<file path="src/rtl/tid_pkg.sv">
package tid_pkg;
  typedef enum logic {ST_IDLE = 1'b0, ST_RUN = 1'b1} tid_state_e;
endpackage

</file>
<file path="src/rtl/tid_prefix.sv">
// Exclusive prefix count of a request mask, log2(N)-level parallel scan.
module tid_prefix #(
  parameter int N  = 8,
  parameter int CW = $clog2(N + 1)
) (
  input  logic [N-1:0]    mask,
  output logic [N*CW-1:0] rank,
  output logic [CW-1:0]   total
);
  localparam int LV = (N > 1) ? $clog2(N) : 1;

  logic [CW-1:0] stage [LV+1][N];

  for (genvar i = 0; i < N; i++) begin : g_in
    assign stage[0][i] = CW'(mask[i]);
  end

  for (genvar l = 0; l < LV; l++) begin : g_lvl
    for (genvar i = 0; i < N; i++) begin : g_node
      if (i >= (1 << l)) begin : g_add
        assign stage[l+1][i] = stage[l][i] + stage[l][i-(1<<l)];
      end else begin : g_pass
        assign stage[l+1][i] = stage[l][i];
      end
    end
  end

  for (genvar i = 0; i < N; i++) begin : g_out
    assign rank[i*CW +: CW] = stage[LV][i] - CW'(mask[i]);
  end

  assign total = stage[LV][N-1];
endmodule

</file>
<file path="src/rtl/tid_count.sv">
// Population count of a vector.
module tid_count #(
  parameter int N  = 8,
  parameter int CW = $clog2(N + 1)
) (
  input  logic [N-1:0]  bits,
  output logic [CW-1:0] count
);
  always_comb begin
    count = '0;
    for (int i = 0; i < N; i++) count = count + CW'(bits[i]);
  end
endmodule

</file>
<file path="src/rtl/tid_alloc.sv">
module tid_alloc
  import tid_pkg::*;
#(
  parameter int NREQ = 8,
  parameter int IDW  = 12
) (
  input  logic                clk,
  input  logic                rst_n,
  input  logic                spawn_go,
  input  logic [IDW-1:0]      spawn_lo,
  input  logic [IDW-1:0]      spawn_hi,
  input  logic [NREQ-1:0]     req,
  input  logic [NREQ-1:0]     done_pulse,
  output logic [NREQ-1:0]     grant_vld,
  output logic [NREQ-1:0]     id_ok,
  output logic [NREQ*IDW-1:0] grant_id,
  output logic                busy,
  output logic                join_done
);
  localparam int CW = $clog2(NREQ + 1);
  localparam int OW = IDW + 1;

  tid_state_e           st_q, st_d;
  logic [OW-1:0]        ctr_q, ctr_d, hi_q, hi_d, outst_q, outst_d;
  logic [NREQ-1:0]      gv_q, ok_q, ok_w, req_eff;
  logic [NREQ*IDW-1:0]  gid_q, id_flat;
  logic                 join_q, join_d, gid_en, exhausted;
  logic [NREQ*CW-1:0]   rank;
  logic [CW-1:0]        total, nvalid, ndone;
  logic [OW-1:0]        id_w [NREQ];

  assign req_eff   = (st_q == ST_RUN) ? req : '0;
  assign exhausted = (ctr_q >= hi_q);

  tid_prefix #(.N(NREQ), .CW(CW)) u_scan (
    .mask(req_eff), .rank(rank), .total(total));

  for (genvar i = 0; i < NREQ; i++) begin : g_lane
    assign id_w[i] = ctr_q + OW'(rank[i*CW +: CW]);
    assign ok_w[i] = req_eff[i] && (id_w[i] < hi_q);
    assign id_flat[i*IDW +: IDW] = id_w[i][IDW-1:0];
  end

  tid_count #(.N(NREQ), .CW(CW)) u_nvalid (.bits(ok_w), .count(nvalid));
  tid_count #(.N(NREQ), .CW(CW)) u_ndone  (.bits(done_pulse), .count(ndone));

  assign gid_en = |req_eff;

  always_comb begin
    st_d    = st_q;
    ctr_d   = ctr_q;
    hi_d    = hi_q;
    outst_d = outst_q;
    join_d  = 1'b0;
    unique case (st_q)
      ST_IDLE: begin
        if (spawn_go) begin
          st_d    = ST_RUN;
          ctr_d   = {1'b0, spawn_lo};
          hi_d    = {1'b0, spawn_hi};
          outst_d = '0;
        end
      end
      ST_RUN: begin
        if (exhausted && (outst_q == '0)) begin
          st_d   = ST_IDLE;
          join_d = 1'b1;
        end else begin
          if (!exhausted) ctr_d = ctr_q + OW'(total);
          outst_d = outst_q + OW'(nvalid) - OW'(ndone);
        end
      end
      default: st_d = ST_IDLE;
    endcase
  end

  always_ff @(posedge clk or negedge rst_n) begin
    if (!rst_n) begin
      st_q    <= ST_IDLE;
      ctr_q   <= '0;
      hi_q    <= '0;
      outst_q <= '0;
      join_q  <= 1'b0;
      gv_q    <= '0;
      ok_q    <= '0;
    end else begin
      st_q    <= st_d;
      ctr_q   <= ctr_d;
      hi_q    <= hi_d;
      outst_q <= outst_d;
      join_q  <= join_d;
      gv_q    <= req_eff;
      ok_q    <= ok_w;
    end
  end

  always_ff @(posedge clk or negedge rst_n) begin
    if (!rst_n)      gid_q <= '0;
    else if (gid_en) gid_q <= id_flat;
  end

  assign grant_vld = gv_q;
  assign id_ok     = ok_q;
  assign grant_id  = gid_q;
  assign busy      = (st_q == ST_RUN);
  assign join_done = join_q;
endmodule

</file>
<file path="config.mk">
export PLATFORM = sky130hd
export DESIGN_NAME = tid_alloc
export DESIGN_NICKNAME = d
export VERILOG_FILES = /design/src/rtl/tid_pkg.sv /design/src/rtl/tid_prefix.sv /design/src/rtl/tid_count.sv /design/src/rtl/tid_alloc.sv
export SDC_FILE = /design/constraint.sdc
export NUM_CORES = 1
export LEC_CHECK = 0
export ABC_AREA = 1
export ABC_CLOCK_PERIOD_IN_PS = 8200
export BUFFER_PORTS_ARGS = -buffer_cell sky130_fd_sc_hd__buf_4
export CAP_MARGIN = 20
export CORE_MARGIN = 8
export CORE_UTILIZATION = 54
export DETAILED_ROUTE_END_ITERATION = 10
export PLACE_DENSITY = 0.76
export SYNTH_ARGS = -nofsm -noshare
export SYNTH_HDL_FRONTEND = slang
export SYNTH_SLANG_ARGS = --single-unit
</file>
<file path="constraint.sdc">
create_clock -name clk -period 8.2 [get_ports clk]
set_clock_uncertainty 0.15 [all_clocks]
set_input_delay 1.23 -clock clk [delete_from_list [all_inputs] [get_ports clk]]
set_output_delay 1.23 -clock clk [all_outputs]
set_load 0.005 [all_outputs]
</file>
# Yosys cells after proc, flatten, opt, wreduce, memory -nomap -nowiden
# Index checks and enable logic that the tools add are counted.
# word_totals
register_bits	152
input_bits	43
out_inout_bits	114
elab_cells	98
# classes
add_sub_neg	50
magnitude_cmp	9
eq_ne	3
muxes	13
bitwise	1
reduce_logical	14
# ops
op	n
$add 13x4->13	10
$lt 13x12->1	8
$mux 13	5
$add 4x1->4	14
$pmux 13 s2	2
$add 4x4->4	8
$sub 4x1->4	7
$add 1x1->2	9
$ge 13x12->1	1
$logic_not 13->1	1
$sub 13x4->13	1
$logic_and 1x1->1	9
$mux 8	1
$reduce_or 8->1	1
$ne 2x2->1 const B	3
$mux 1	4
$reduce_and 2->1	2
$reduce_and 3->1	1
$pmux 1 s2	1
$sub 1x1->2	1
$not 1->1	1

# Logic depth before layout (Yosys ltp)
# depth
ltp_word	17
depth_mapped	43
depth_no_buf	41

# Modules after synthesis
# From an unflattened synthesis, not the netlist that was laid out.
# hier_totals
cells_unflattened	1728
area_unflattened_um2	13047.5
# modules_own_cells
mod	n_inst	cells_per_inst	area_each_um2	seq_area_each_um2
tid_alloc	1	1547	11657.4	3803.6
tid_prefix	1	123	987.2	0.0
tid_count	2	29	201.4	0.0

# Worst setup path before layout
# OpenSTA, ideal clock, no wires.
# synth_timing
kind	input -> register
startpoint	input port req[0]
endpoint	register outst_q[8]
setup_ps	66
arrival_time_ps	8657
required_time_ps	7984
setup_slack_ps	-673
stages	36
path_buffers	0
cell_sequence	nand2_1 > inv_1 > ha_1 > inv_1 > fa_1 > inv_1 > fa_1 > ha_1 > fa_1 > nor2_1 > nand2_1 > xnor2_1 > ha_1 > nand2_1 > o21ai_2 > a21oi_1 > a31oi_1 > ha_1 > a21oi_1 > nor2_1 > a211oi_1 > nand2_1 > nand4_1 > nand2_1 > fa_1 > fa_1 > inv_1 > fa_1 > fa_1 > fa_1 > nand3_1 > nand2_1 > a21oi_1 > xnor2_1 > nand3_1 > nand2_1
# synth_between
elab_cells_between_ends	51
cone_classes	add/sub: 32; order compare: 8; mux: 3; reduce/logical: 8
# synth_lines
item	line_no	source
start, declared	tid_alloc.sv:12	input logic [NREQ-1:0] req,
$mux 8	tid_alloc.sv:32	assign req_eff = (st_q == ST_RUN) ? req : '0;
via req_eff[0]	tid_alloc.sv:25	logic [NREQ-1:0] gv_q, ok_q, ok_w, req_eff;
$add 1x1->2	tid_prefix.sv:21	assign stage[l+1][i] = stage[l][i] + stage[l][i-(1<<l)];
$add 4x4->4 (2 in a row)	tid_prefix.sv:21	
$sub 4x1->4	tid_prefix.sv:29	assign rank[i*CW +: CW] = stage[LV][i] - CW'(mask[i]);
$add 13x4->13	tid_alloc.sv:39	assign id_w[i] = ctr_q + OW'(rank[i*CW +: CW]);
via id_flat[90]	tid_alloc.sv:26	logic [NREQ*IDW-1:0] gid_q, id_flat;
$lt 13x12->1	tid_alloc.sv:40	assign ok_w[i] = req_eff[i] && (id_w[i] < hi_q);
$logic_and 1x1->1	tid_alloc.sv:40	
$add 4x1->4	tid_count.sv:11	for (int i = 0; i < N; i++) count = count + CW'(bits[i]);
$add 13x4->13	tid_alloc.sv:70	outst_d = outst_q + OW'(nvalid) - OW'(ndone);
$sub 13x4->13	tid_alloc.sv:70	
$mux 13	tid_alloc.sv:65	if (exhausted && (outst_q == '0)) begin
$pmux 13 s2	tid_alloc.sv:55	unique case (st_q)
end signal, assigned	tid_alloc.sv:90	outst_q <= outst_d;
end, declared	tid_alloc.sv:24	logic [OW-1:0] ctr_q, ctr_d, hi_q, hi_d, outst_q, outst_d;
# The timed path passes the listed nets, and every way through them passes these cells. The select of a mux whose other input is x is not followed.
# A chain may end at the register's enable or synchronous reset.

# Worst setup path after layout
# layout_timing
startpoint	input port req[0]
endpoint	register outst_q[9]
# layout_between
elab_cells_between_ends	51
cone_classes	add/sub: 32; order compare: 8; mux: 3; reduce/logical: 8
# layout_lines
item	line_no
$mux 8	tid_alloc.sv:32
$add 1x1->2	tid_prefix.sv:21
$add 4x4->4 (2 in a row)	tid_prefix.sv:21
$sub 4x1->4	tid_prefix.sv:29
$add 13x4->13	tid_alloc.sv:39
via id_flat[92]	tid_alloc.sv:26
$lt 13x12->1	tid_alloc.sv:40
$logic_and 1x1->1	tid_alloc.sv:40
$add 4x1->4	tid_count.sv:11
$add 13x4->13	tid_alloc.sv:70
$sub 13x4->13	tid_alloc.sv:70
$mux 13	tid_alloc.sv:65
$pmux 13 s2	tid_alloc.sv:55
# The timed path passes the listed nets, and every way through them passes these cells. The select of a mux whose other input is x is not followed.

==> results_dict.tcl <==
set metrics [dict create \
    cts_sinks 152 \
    nets 2107 \
    reg2reg_from "busy$_DFF_PN0_" \
    yosys_most_used_dff "dfrtp_1" \
    avgRoutedWirePerCell_um 18.7 \
    start_util_pct 54.7 \
    first_global_vias 12021 \
    setup_viol 10 \
    io_buffer_count 156 \
    area.growth.synth_to_final_pct 25.9 \
    dieArea_um2 28000 \
    die_y_um 167 \
    fin_ws_ns -0.138 \
    yosys_warnings 0 \
    routed_wl_mm 40.4 \
    critPathLaunchType "input port" \
    drv_cap 0 \
    grt_max_degree 134 \
    layout_common_cells "nand2_1 (483), buf_4 (292), inv_1 (172)" \
    worst_path_most_repeated_cell "nand2_1" \
    crit_fanout 6 \
    hpwlAfterDp_mm 30.6 \
    initialDrtViolationCount 1203 \
    htree_levels 4 \
    startpoint "req[0]" \
    ioPinCount 157 \
    required_ns 8.38 \
    grt_util_all_layers_pct 28.9 \
    synth.distinct_cells 43 \
    synth-seq-cells 152 \
    power.density_nw_per_um2 383 \
    cts_buffer_depth 2 \
    cts_tree "built" \
    synth_edf_count 0 \
    worst_r2r_path_depth 39 \
    finalHoldViolCount 0 \
    end_kind "register" \
    grt_pass1_wl_mm 64.2 \
    maxSlewHeadroom_pct 38.4 \
    path_class "in2reg" \
    fin_crit_sh_pct 102 \
    synth_cells 1592 \
    std_cell_rows 55 \
    cp_slowest_cell "fa_2" \
    drc 0 \
    antenna_left 0 \
    rsz0062_at_grt "yes" \
    critPathTopFamily "adder cells" \
    critPathMaxStageDelay_ns 0.56 \
    fmax_ghz 0.120 \
    numCtsBuffers 17 \
    hold_path.class "reg2reg" \
    finalHoldWorstSlack_ns 0.323 \
    worstSkewPairLatency_ns 0.44 \
    violations "setup timing" \
    outcome "complete, but fails checks" \
    finalPower_mw 5.95 \
    gp_congestion 0.938 \
    cts-root-buf "clkbuf_16" \
    core_area_um2 22600 \
    drive_above_1_share_pct 22.2 \
    insertedDiodeCount 0 \
    grt_overflow 0 \
    r2r_slack_ns 0.04 \
    vias 11963 \
    antenna_found_initial 0 \
    finish.utilization_pct 68.9 \
    synth_area_um2 12300 \
    synthArstFlopShare_pct 100 \
    die-width_um 167 \
    tightestPinTransition_ns 0.924 \
    r2r_end "outst_q[9]$_DFFE_PN0P_" \
    fin_crit_ns 8.34 \
    first_pass_iters 7 \
    viasPerCell 5.55 \
    drv_slew 0 \
    cp_num_cells 39 \
    cp.arrival_ns 8.52 \
    synthesis.area_per_instance_um2 7.76 \
    clk_pin_slew_ns 0.07 \
    mostFrequentLayoutCell "nand2_1" \
    hp-start "grant_id[86]$_DFFE_PN0P_" \
    crit_end "outst_q[9]$_DFFE_PN0P_" \
    seq_area_frac_synth_pct 30.8 \
    leakagePower_nw 8.60 \
    peakVddDrop_mv 0.276 \
    crit_buf_inv 3 \
]
==> metal layers <==
layer | up-vias | GRT usage [%] | part of all wire [%]
met5 | - | 0 | 0
met4 | 0 | 15.6 | 5.3
met3 | 138 | 4.87 | 8.1
met2 | 552 | 46.6 | 45
met1 | 5622 | 36.8 | 42
li1 | 5651 | - | -
==> power by group <==
group          switching, mW  internal (mW)  total (mW)  leakage (nW)
combinational           2.19           1.71        3.91          6.52
sequential             0.228           1.04        1.27          1.80
clock                  0.367          0.410       0.777         0.281
total                   2.79           3.16        5.95          8.60
==> kinds of logic after synthesis <==
family | synth area share, %
fa+ha+maj | 22.6
compound gates | 8.05
other cells | 0.0304
mux | 0.0912
buf+inv | 7.85
simple gates | 25.7
xor+xnor | 4.89
flops | 30.8
==> cells in the mapped netlist, types with 10 or more instances <==
| cell type | number | area [µm²] |
|---|---|---|
| nand2_1 | 491 | 1840 |
| inv_1 | 179 | 672 |
| ha_1 | 175 | 2190 |
| dfrtp_1 | 152 | 3800 |
| nand3_1 | 104 | 521 |
| nor2_1 | 85 | 319 |
| a21oi_1 | 78 | 390 |
| o21ai_0 | 58 | 290 |
| xor2_1 | 55 | 482 |
| fa_1 | 30 | 601 |
| clkbuf_1 | 26 | 97.6 |
| nand4_1 | 25 | 156 |
| xnor2_1 | 14 | 123 |
| and2_1 | 13 | 81.3 |
| buf_2 | 12 | 60.1 |
| nand2_2 | 10 | 62.6 |
==> worst min-delay path: cells and delay by family, from the launching register on <==
family           cells  cell delay [ns]
flip-flops           1             0.34
AND/OR/NAND/NOR      2             0.11
==> how the worst min path moves through the flow <==
stage,end,depth (start not counted),slack [ns]
3_3_place_gp,grant_id[86]$_DFFE_PN0P_,2,0.31
3_5_place_dp,grant_id[86]$_DFFE_PN0P_,2,0.31
5_1_grt,grant_id[56]$_DFFE_PN0P_,2,0.35
4_1_cts,grant_id[86]$_DFFE_PN0P_,2,0.33
6_report,grant_id[86]$_DFFE_PN0P_,2,0.32
2_1_floorplan,grant_id[14]$_DFFE_PN0P_,2,0.32
==> final cells by class <==
cell class / instances / area [µm²]
fill: 1890 / 7030
clock inverter: 14 / 133
sequential: 152 / 3800
multi-input combinational: 1203 / 7820
clock buffer: 18 / 439
inverter: 188 / 719
timing repair buffer: 297 / 2270
tap: 285 / 357
==> registers in the layout, summed over array words and instances, names as in the netlist <==
register	count
join_done	1
outst_q	13
id_ok	8
hi_q	12
grant_id	96
ctr_q	13
grant_vld	8
busy	1
==> what timing repair did <==
action	CTS	global route
endpoints found under the setup margin	11	12
pin swaps	21	2
gates resized for setup	17	2
setup buffers	14	0
hold endpoints to repair	0	0
hold buffers	0	0
==> per-stage QoR <==
step | TNS, ns | cell area (µm²) | cells | setup WS, ns
floorplan | -1.01 | 12500 | 1593 | -0.179
global placement | -5.62 | 14700 | 2110 | -0.542
detailed placement | -7.33 | 14700 | 2110 | -0.680
CTS | -0.560 | 15500 | 2156 | -0.111
global route | -5.11 | 15500 | 2157 | -0.538
finish | -0.899 | 15500 | 2157 | -0.138
No activity file was read; power rests on OpenSTA's default activity.
